[config.mk]
export PLATFORM = sky130hd
export DESIGN_NAME = drive_ready_poller
export DESIGN_NICKNAME = d
export VERILOG_FILES = /design/src/rtl/poller_pkg.sv /design/src/rtl/poll_sequencer.sv /design/src/rtl/ready_tracker.sv /design/src/rtl/drive_ready_poller.sv
export SDC_FILE = /design/constraint.sdc
export NUM_CORES = 1
export LEC_CHECK = 0
export BUFFER_PORTS_ARGS = -buffer_cell sky130_fd_sc_hd__buf_4
export CORE_MARGIN = 1.5
export CORE_UTILIZATION = 45
export DETAILED_ROUTE_END_ITERATION = 8
export PLACE_DENSITY_LB_ADDON = 0.3
export SYNTH_ARGS = -nofsm -noshare
export SYNTH_HDL_FRONTEND = slang
export SYNTH_HIERARCHICAL = 1
export SYNTH_SLANG_ARGS = --single-unit
export TNS_END_PERCENT = 20
[constraint.sdc]
create_clock -name clk -period 5 [get_ports clk]
set_input_delay 1 -clock clk [delete_from_list [all_inputs] [get_ports clk]]
set_output_delay 1 -clock clk [all_outputs]
set_load 0.1 [all_outputs]
[src/rtl/poller_pkg.sv]
package poller_pkg;
  // Index of the lowest set bit among the first n bits; 0 if none.
  function automatic int unsigned lowest_set(input logic [31:0] v, input int unsigned n);
    int unsigned r;
    r = 0;
    for (int i = 31; i >= 0; i--) begin
      if (i < int'(n) && v[i]) r = i;
    end
    return r;
  endfunction

  // Next drive number with wrap-around.
  function automatic int unsigned next_drive(input int unsigned d, input int unsigned n);
    return (d + 1 >= n) ? 0 : d + 1;
  endfunction
endpackage

[src/rtl/poll_sequencer.sv]
module poll_sequencer #(
  parameter int NUM_DRIVES = 4,
  parameter int DWELL_CLKS = 2048,
  localparam int SEL_W = $clog2(NUM_DRIVES),
  localparam int CNT_W = $clog2(DWELL_CLKS)
) (
  input  logic             clk,
  input  logic             rst_n,
  input  logic             specify_done,
  input  logic             hold,
  output logic [SEL_W-1:0] unit_sel,
  output logic             poll_en,
  output logic             sample_stb
);
  import poller_pkg::*;

  logic [CNT_W-1:0] dwell_cnt;
  logic             last_clk;

  assign last_clk   = (dwell_cnt == CNT_W'(DWELL_CLKS - 1));
  assign sample_stb = poll_en && !hold && last_clk;

  always_ff @(posedge clk) begin
    if (!rst_n) begin
      poll_en   <= 1'b0;
      dwell_cnt <= '0;
      unit_sel  <= '0;
    end else begin
      if (specify_done) poll_en <= 1'b1;
      if (poll_en && !hold) begin
        if (last_clk) begin
          dwell_cnt <= '0;
          unit_sel  <= SEL_W'(next_drive(int'(unit_sel), NUM_DRIVES));
        end else begin
          dwell_cnt <= dwell_cnt + 1'b1;
        end
      end
    end
  end
endmodule

[src/rtl/ready_tracker.sv]
module ready_tracker #(
  parameter int NUM_DRIVES = 4,
  localparam int SEL_W = $clog2(NUM_DRIVES)
) (
  input  logic             clk,
  input  logic             rst_n,
  input  logic             sample_stb,
  input  logic [SEL_W-1:0] unit_sel,
  input  logic             ready_in,
  input  logic             sense_ack,
  output logic             int_o,
  output logic [SEL_W-1:0] pend_drive,
  output logic             pend_not_ready
);
  import poller_pkg::*;

  logic [NUM_DRIVES-1:0] rdy_mem;
  logic [NUM_DRIVES-1:0] pending;
  logic                  ack_hit;

  assign int_o          = |pending;
  assign ack_hit        = sense_ack && int_o;
  assign pend_drive     = SEL_W'(lowest_set(32'(pending), NUM_DRIVES));
  assign pend_not_ready = !rdy_mem[pend_drive];

  for (genvar i = 0; i < NUM_DRIVES; i++) begin : g_drive
    logic visit, change;
    assign visit  = sample_stb && (unit_sel == SEL_W'(i));
    assign change = visit && (ready_in != rdy_mem[i]);

    always_ff @(posedge clk) begin
      if (!rst_n) begin
        rdy_mem[i] <= 1'b0;
        pending[i] <= 1'b0;
      end else begin
        if (visit) rdy_mem[i] <= ready_in;
        if (change) pending[i] <= 1'b1;
        else if (ack_hit && pend_drive == SEL_W'(i)) pending[i] <= 1'b0;
      end
    end
  end
endmodule

[src/rtl/drive_ready_poller.sv]
module drive_ready_poller #(
  parameter int NUM_DRIVES       = 4,
  parameter int POLL_PERIOD_CLKS = 8192,
  localparam int SEL_W      = $clog2(NUM_DRIVES),
  localparam int DWELL_CLKS = POLL_PERIOD_CLKS / NUM_DRIVES
) (
  input  logic             clk,
  input  logic             rst_n,
  input  logic             specify_done,
  input  logic             cmd_busy,
  input  logic             rw_active,
  input  logic             ready_in,
  input  logic             sense_ack,
  output logic [SEL_W-1:0] unit_sel,
  output logic             int_o,
  output logic [SEL_W-1:0] pend_drive,
  output logic             pend_not_ready
);
  logic hold, poll_en, sample_stb;

  assign hold = cmd_busy && rw_active;

  poll_sequencer #(.NUM_DRIVES(NUM_DRIVES), .DWELL_CLKS(DWELL_CLKS)) i_seq (
    .clk(clk), .rst_n(rst_n), .specify_done(specify_done), .hold(hold),
    .unit_sel(unit_sel), .poll_en(poll_en), .sample_stb(sample_stb)
  );

  ready_tracker #(.NUM_DRIVES(NUM_DRIVES)) i_trk (
    .clk(clk), .rst_n(rst_n), .sample_stb(sample_stb), .unit_sel(unit_sel),
    .ready_in(ready_in), .sense_ack(sense_ack), .int_o(int_o),
    .pend_drive(pend_drive), .pend_not_ready(pend_not_ready)
  );
endmodule

==> PnR_summary.wiki <==
{| class="wikitable"
! Metric !! Value
|-
| Result of the run || finished, final reports clean
|-
| Kind of end point of the critical path || output pin
|-
| CTS tree || yes
|-
| Share of synthesized cell area in and, or, nand and nor gates || a little under a third
|-
| Unrepaired setup endpoints after global routing || false
|-
| Final std cells w/o fill || 166
|-
| Pre-CTS setup slack || about 2400 ps
|-
| Max-capacitance violation count || 0
|-
| # H-tree levels || 1
|-
| DRC viols || 0
|-
| Max-slew violation count || 0
|-
| Biggest fanout along the worst timing path || 6
|-
| Clk root buf || sky130_fd_sc_hd__clkbuf_4
|-
| Type of the worst setup path || reg -> out
|-
| Number of buffers created by CTS || 3
|-
| Area of all sequential standard cells || 440 um^2
|-
| GRT Total Usage || between 10% and 20%
|-
| Area of placed instances || 0.00122 mm^2
|-
| Maximum number of pins on one net before global-route repair || 19
|-
| Bufs and invs on worst path || 1
|-
| Number of hold buffers added after cts || 0
|-
| Count of fill cells added during filler insertion || about 210
|-
| Insertion delay of the later-clocked pin in the worst-skew pair || ~300 ps
|-
| Post-synthesis average cell area || 8.90 um^2
|-
| Routed wire length per instance || between 10 and 15 um
|-
| Leftover overflow at the end of global routing || 0
|-
| Critical Path, Cell by Cell || mux2_4 -> a221o_1 -> nand3_1 -> buf_4
|-
| XOR/XNOR share of the synthesized area || 8.66%
|-
| Standard cell core area || 0.00228 mm^2
|-
| Relative slew slack || 77.3%
|-
| Syn Std Cell Area || 0.00111 mm^2
|-
| Placed Instances || roughly 160
|-
| Count of cell types in the netlist || 39
|-
| Highest-delay cell along the critical path || sky130_fd_sc_hd__dfxtp_1
|-
| Number of synthesis warnings || 6
|-
| CP Launch Type || flop
|-
| Worst clock skew || 5.15 ps
|-
| Mux contribution to synthesized area || 4.95%
|-
| Fin crit period || ~2700 ps
|-
| Number of global-route vias before repair || 786
|-
| Number of synthesized register bits || 22
|-
| Maximum clock frequency || 0.367 GHz
|-
| Slew @ Worst Pin || 338 ps
|-
| Count of buffers from port buffering || 12
|-
| Post-CTS setup repair buffer count || 0
|-
| Crit path DAT || between 1500 and 2000 ps
|-
| Synth Area in Adders || 2.25%
|-
| Total area of multi-input combinational cells || 643 um^2
|-
| Effective utilization at floorplan || 48.9%
|-
| Total power density per cell area || 230 mW/mm^2
|-
| Share of cells above drive strength 1 || 15.2%
|-
| Maximum clock path buffer count || 2
|-
| Clock slew at reported path FFs || 120 ps
|-
| Weighted congestion at the end of routability-driven global placement || between 0.7 and 0.8
|-
| Die X-Extent || around 53 um
|-
| Kind of cell adding the most delay to the critical path || flip-flops
|-
| Post-route worst setup slack || 2280 ps
|-
| Detailed-route vias per instance || 5.28
|-
| Total inserted antenna cells || 0
|-
| Final Setup Violations || 0
|-
| Sequential element share of the synthesized area || 39.6%
|-
| Initial DRC Count || 13
|-
| Share of the clock period used by the worst path || 54.5%
|-
| Vias || around 880
|-
| Share of the core filled with cells in the final layout || 55.4%
|-
| Total routed wirelength || slightly below 2 mm
|-
| CP required || approximately 4000 ps
|-
| Number of instances in the synthesized netlist || 125
|-
| Number of nets still failing antenna checks after routing || 0
|-
| Static leakage || about 0.0005 uW
|-
| Gates resized, CTS repair || 0
|-
| Number of ports placed on the die boundary || 13
|-
| Design area || 0.00126 mm^2
|-
| Net count after synthesis || ~130
|-
| Total Nets Final || 148
|-
| Clk sink count || 22
|-
| Iteration count of the initial detailed-routing pass || 4
|-
| Initial antenna violation count || 0
|-
| Chip Height || 52.7 um
|-
| Number of endpoints with negative hold slack in the final report || 0
|-
| Largest stage delay, worst path || 450 ps
|-
| Complex-gate fraction of the synthesized area || approximately an eighth
|-
| Area growth from synthesis to layout || 13.3%
|-
| Placement Rows || 17
|-
| Final HPWL DP || 1.43 mm
|-
| Peak supply drop || 0.184 mV
|-
| Overall die area || 0.00278 mm^2
|-
| Setup tns final || 0 ps
|-
| Wire length of the first global-routing pass || ~3.2 mm
|-
| Hold WC Path Type || reg -> reg
|-
| Largest family of logic cells by synthesized area || simple AND/OR/NAND/NOR gates
|}
registers in the layout, indices dropped and copies added (netlist names):
register / cells
i_seq/unit_sel: 2
i_trk/pending: 4
i_trk/rdy_mem: 4
i_seq/dwell_cnt: 11
i_seq/poll_en: 1
worst paths after layout:
path                            start             endpoint  slack, ps  depth (start not counted)
setup / recovery     i_trk/pending[2]       pend_not_ready       2280                          4
hold / removal    i_seq/dwell_cnt[10]  i_seq/dwell_cnt[10]        520                          2
setup reg to reg   i_seq/dwell_cnt[0]     i_trk/rdy_mem[0]       3080                          7
hold reg to reg   i_seq/dwell_cnt[10]  i_seq/dwell_cnt[10]        520                          2
final cells by class:
type / instances / area share, %
clock buffer: 4 / 2.88
multi-input combinational: 96 / 51.0
tap: 28 / 2.78
timing repair buffer: 12 / 7.15
sequential: 22 / 35.0
inverter: 4 / 1.19
worst min-delay path, cell delays in order (launching register included):
cell and delay, ps:
sky130_fd_sc_hd__dfxtp_1 370, sky130_fd_sc_hd__a21oi_1 50, sky130_fd_sc_hd__nor2_1 70
Yosys cell counts, drive strengths merged:
library cell	instances	area share [%]
and4b	1	0.90
and4	1	0.79
o21ai	4	2.1
nor2	12	4.0
a221o	1	0.90
a22oi	1	0.68
and3	1	0.68
ha	2	2.2
nor3b	3	2.0
mux2i	4	3.6
nand4	5	2.8
nand3b	2	1.3
nor4	2	1.1
nand3	6	3.1
o22ai	1	0.56
buf	2	0.90
or4	1	0.68
o41ai	1	0.79
o21a	2	1.3
a21oi	2	0.90
o31ai	1	0.68
a21boi	4	2.7
inv	4	1.3
mux2	1	1.3
clkbuf	1	0.34
xnor2	4	3.1
nand2	8	2.7
and2	5	2.8
nand2b	3	1.9
nor2b	7	3.9
xor2	7	5.5
dfxtp	22	40
nand4b	1	0.79
a31oi	2	1.1
nor3	1	0.45
layout by cell type, fill, tap and decap left out, types with 2 or more instances in the layout:
master | Yosys | final
sky130_fd_sc_hd__xnor2_1 | 4 | 4
sky130_fd_sc_hd__a21oi_1 | 2 | 2
sky130_fd_sc_hd__nand2_1 | 8 | 8
sky130_fd_sc_hd__o21a_1 | 2 | 2
sky130_fd_sc_hd__buf_4 | 0 | 12
sky130_fd_sc_hd__and2_1 | 5 | 5
sky130_fd_sc_hd__nor4_1 | 2 | 2
sky130_fd_sc_hd__a21boi_0 | 4 | 4
sky130_fd_sc_hd__clkbuf_4 | 0 | 3
sky130_fd_sc_hd__a31oi_1 | 2 | 2
sky130_fd_sc_hd__mux2i_1 | 4 | 4
sky130_fd_sc_hd__nor3b_1 | 3 | 3
sky130_fd_sc_hd__dfxtp_1 | 22 | 22
sky130_fd_sc_hd__nand2b_1 | 2 | 2
sky130_fd_sc_hd__xor2_1 | 7 | 7
sky130_fd_sc_hd__nand3b_1 | 2 | 2
sky130_fd_sc_hd__nor2_1 | 12 | 12
sky130_fd_sc_hd__nand4_1 | 5 | 5
sky130_fd_sc_hd__nand3_1 | 5 | 5
sky130_fd_sc_hd__inv_1 | 4 | 4
sky130_fd_sc_hd__ha_1 | 2 | 2
sky130_fd_sc_hd__o21ai_1 | 2 | 2
sky130_fd_sc_hd__nor2b_1 | 7 | 7
metal layers:
metal  GRT usage (%)  wire [um]  vias up  share of wire [%]
met5               0          0        -                  0
met4            10.3         36        0                1.9
met3            3.43         57        4                2.9
met2            26.0        894       14                 46
met1            17.8        949      387                 49
li1                -          -      471                  -
cells by family after synthesis:
family	Yosys count
AND/OR/NAND/NOR	59
flip-flops	22
AO/OA/AOI/OAI	19
XOR/XNOR	11
buffers and inverters	7
multiplexers	5
adder cells (fa/ha/maj)	2
metrics by stage:
stage / hold WS (ps) / total power (uW)
2_1_floorplan: 458 / 193
5_1_grt: 572 / 304
3_3_place_gp: 475 / 198
3_5_place_dp: 491 / 199
6_report: 516 / 290
4_1_cts: 521 / 296
report_power, final:
| group | switching (uW) | total (uW) | internal, uW | leakage (uW) |
|---|---|---|---|---|
| Sequential | 1.67 | 178 | 177 | 0.000178 |
| Combinational | 8.51 | 16.3 | 7.76 | 0.000302 |
| Clock | 50.6 | 95.0 | 44.4 | 0.0000210 |
| Total | 60.8 | 290 | 229 | 0.000501 |
No activity file was read; power rests on OpenSTA's default activity.
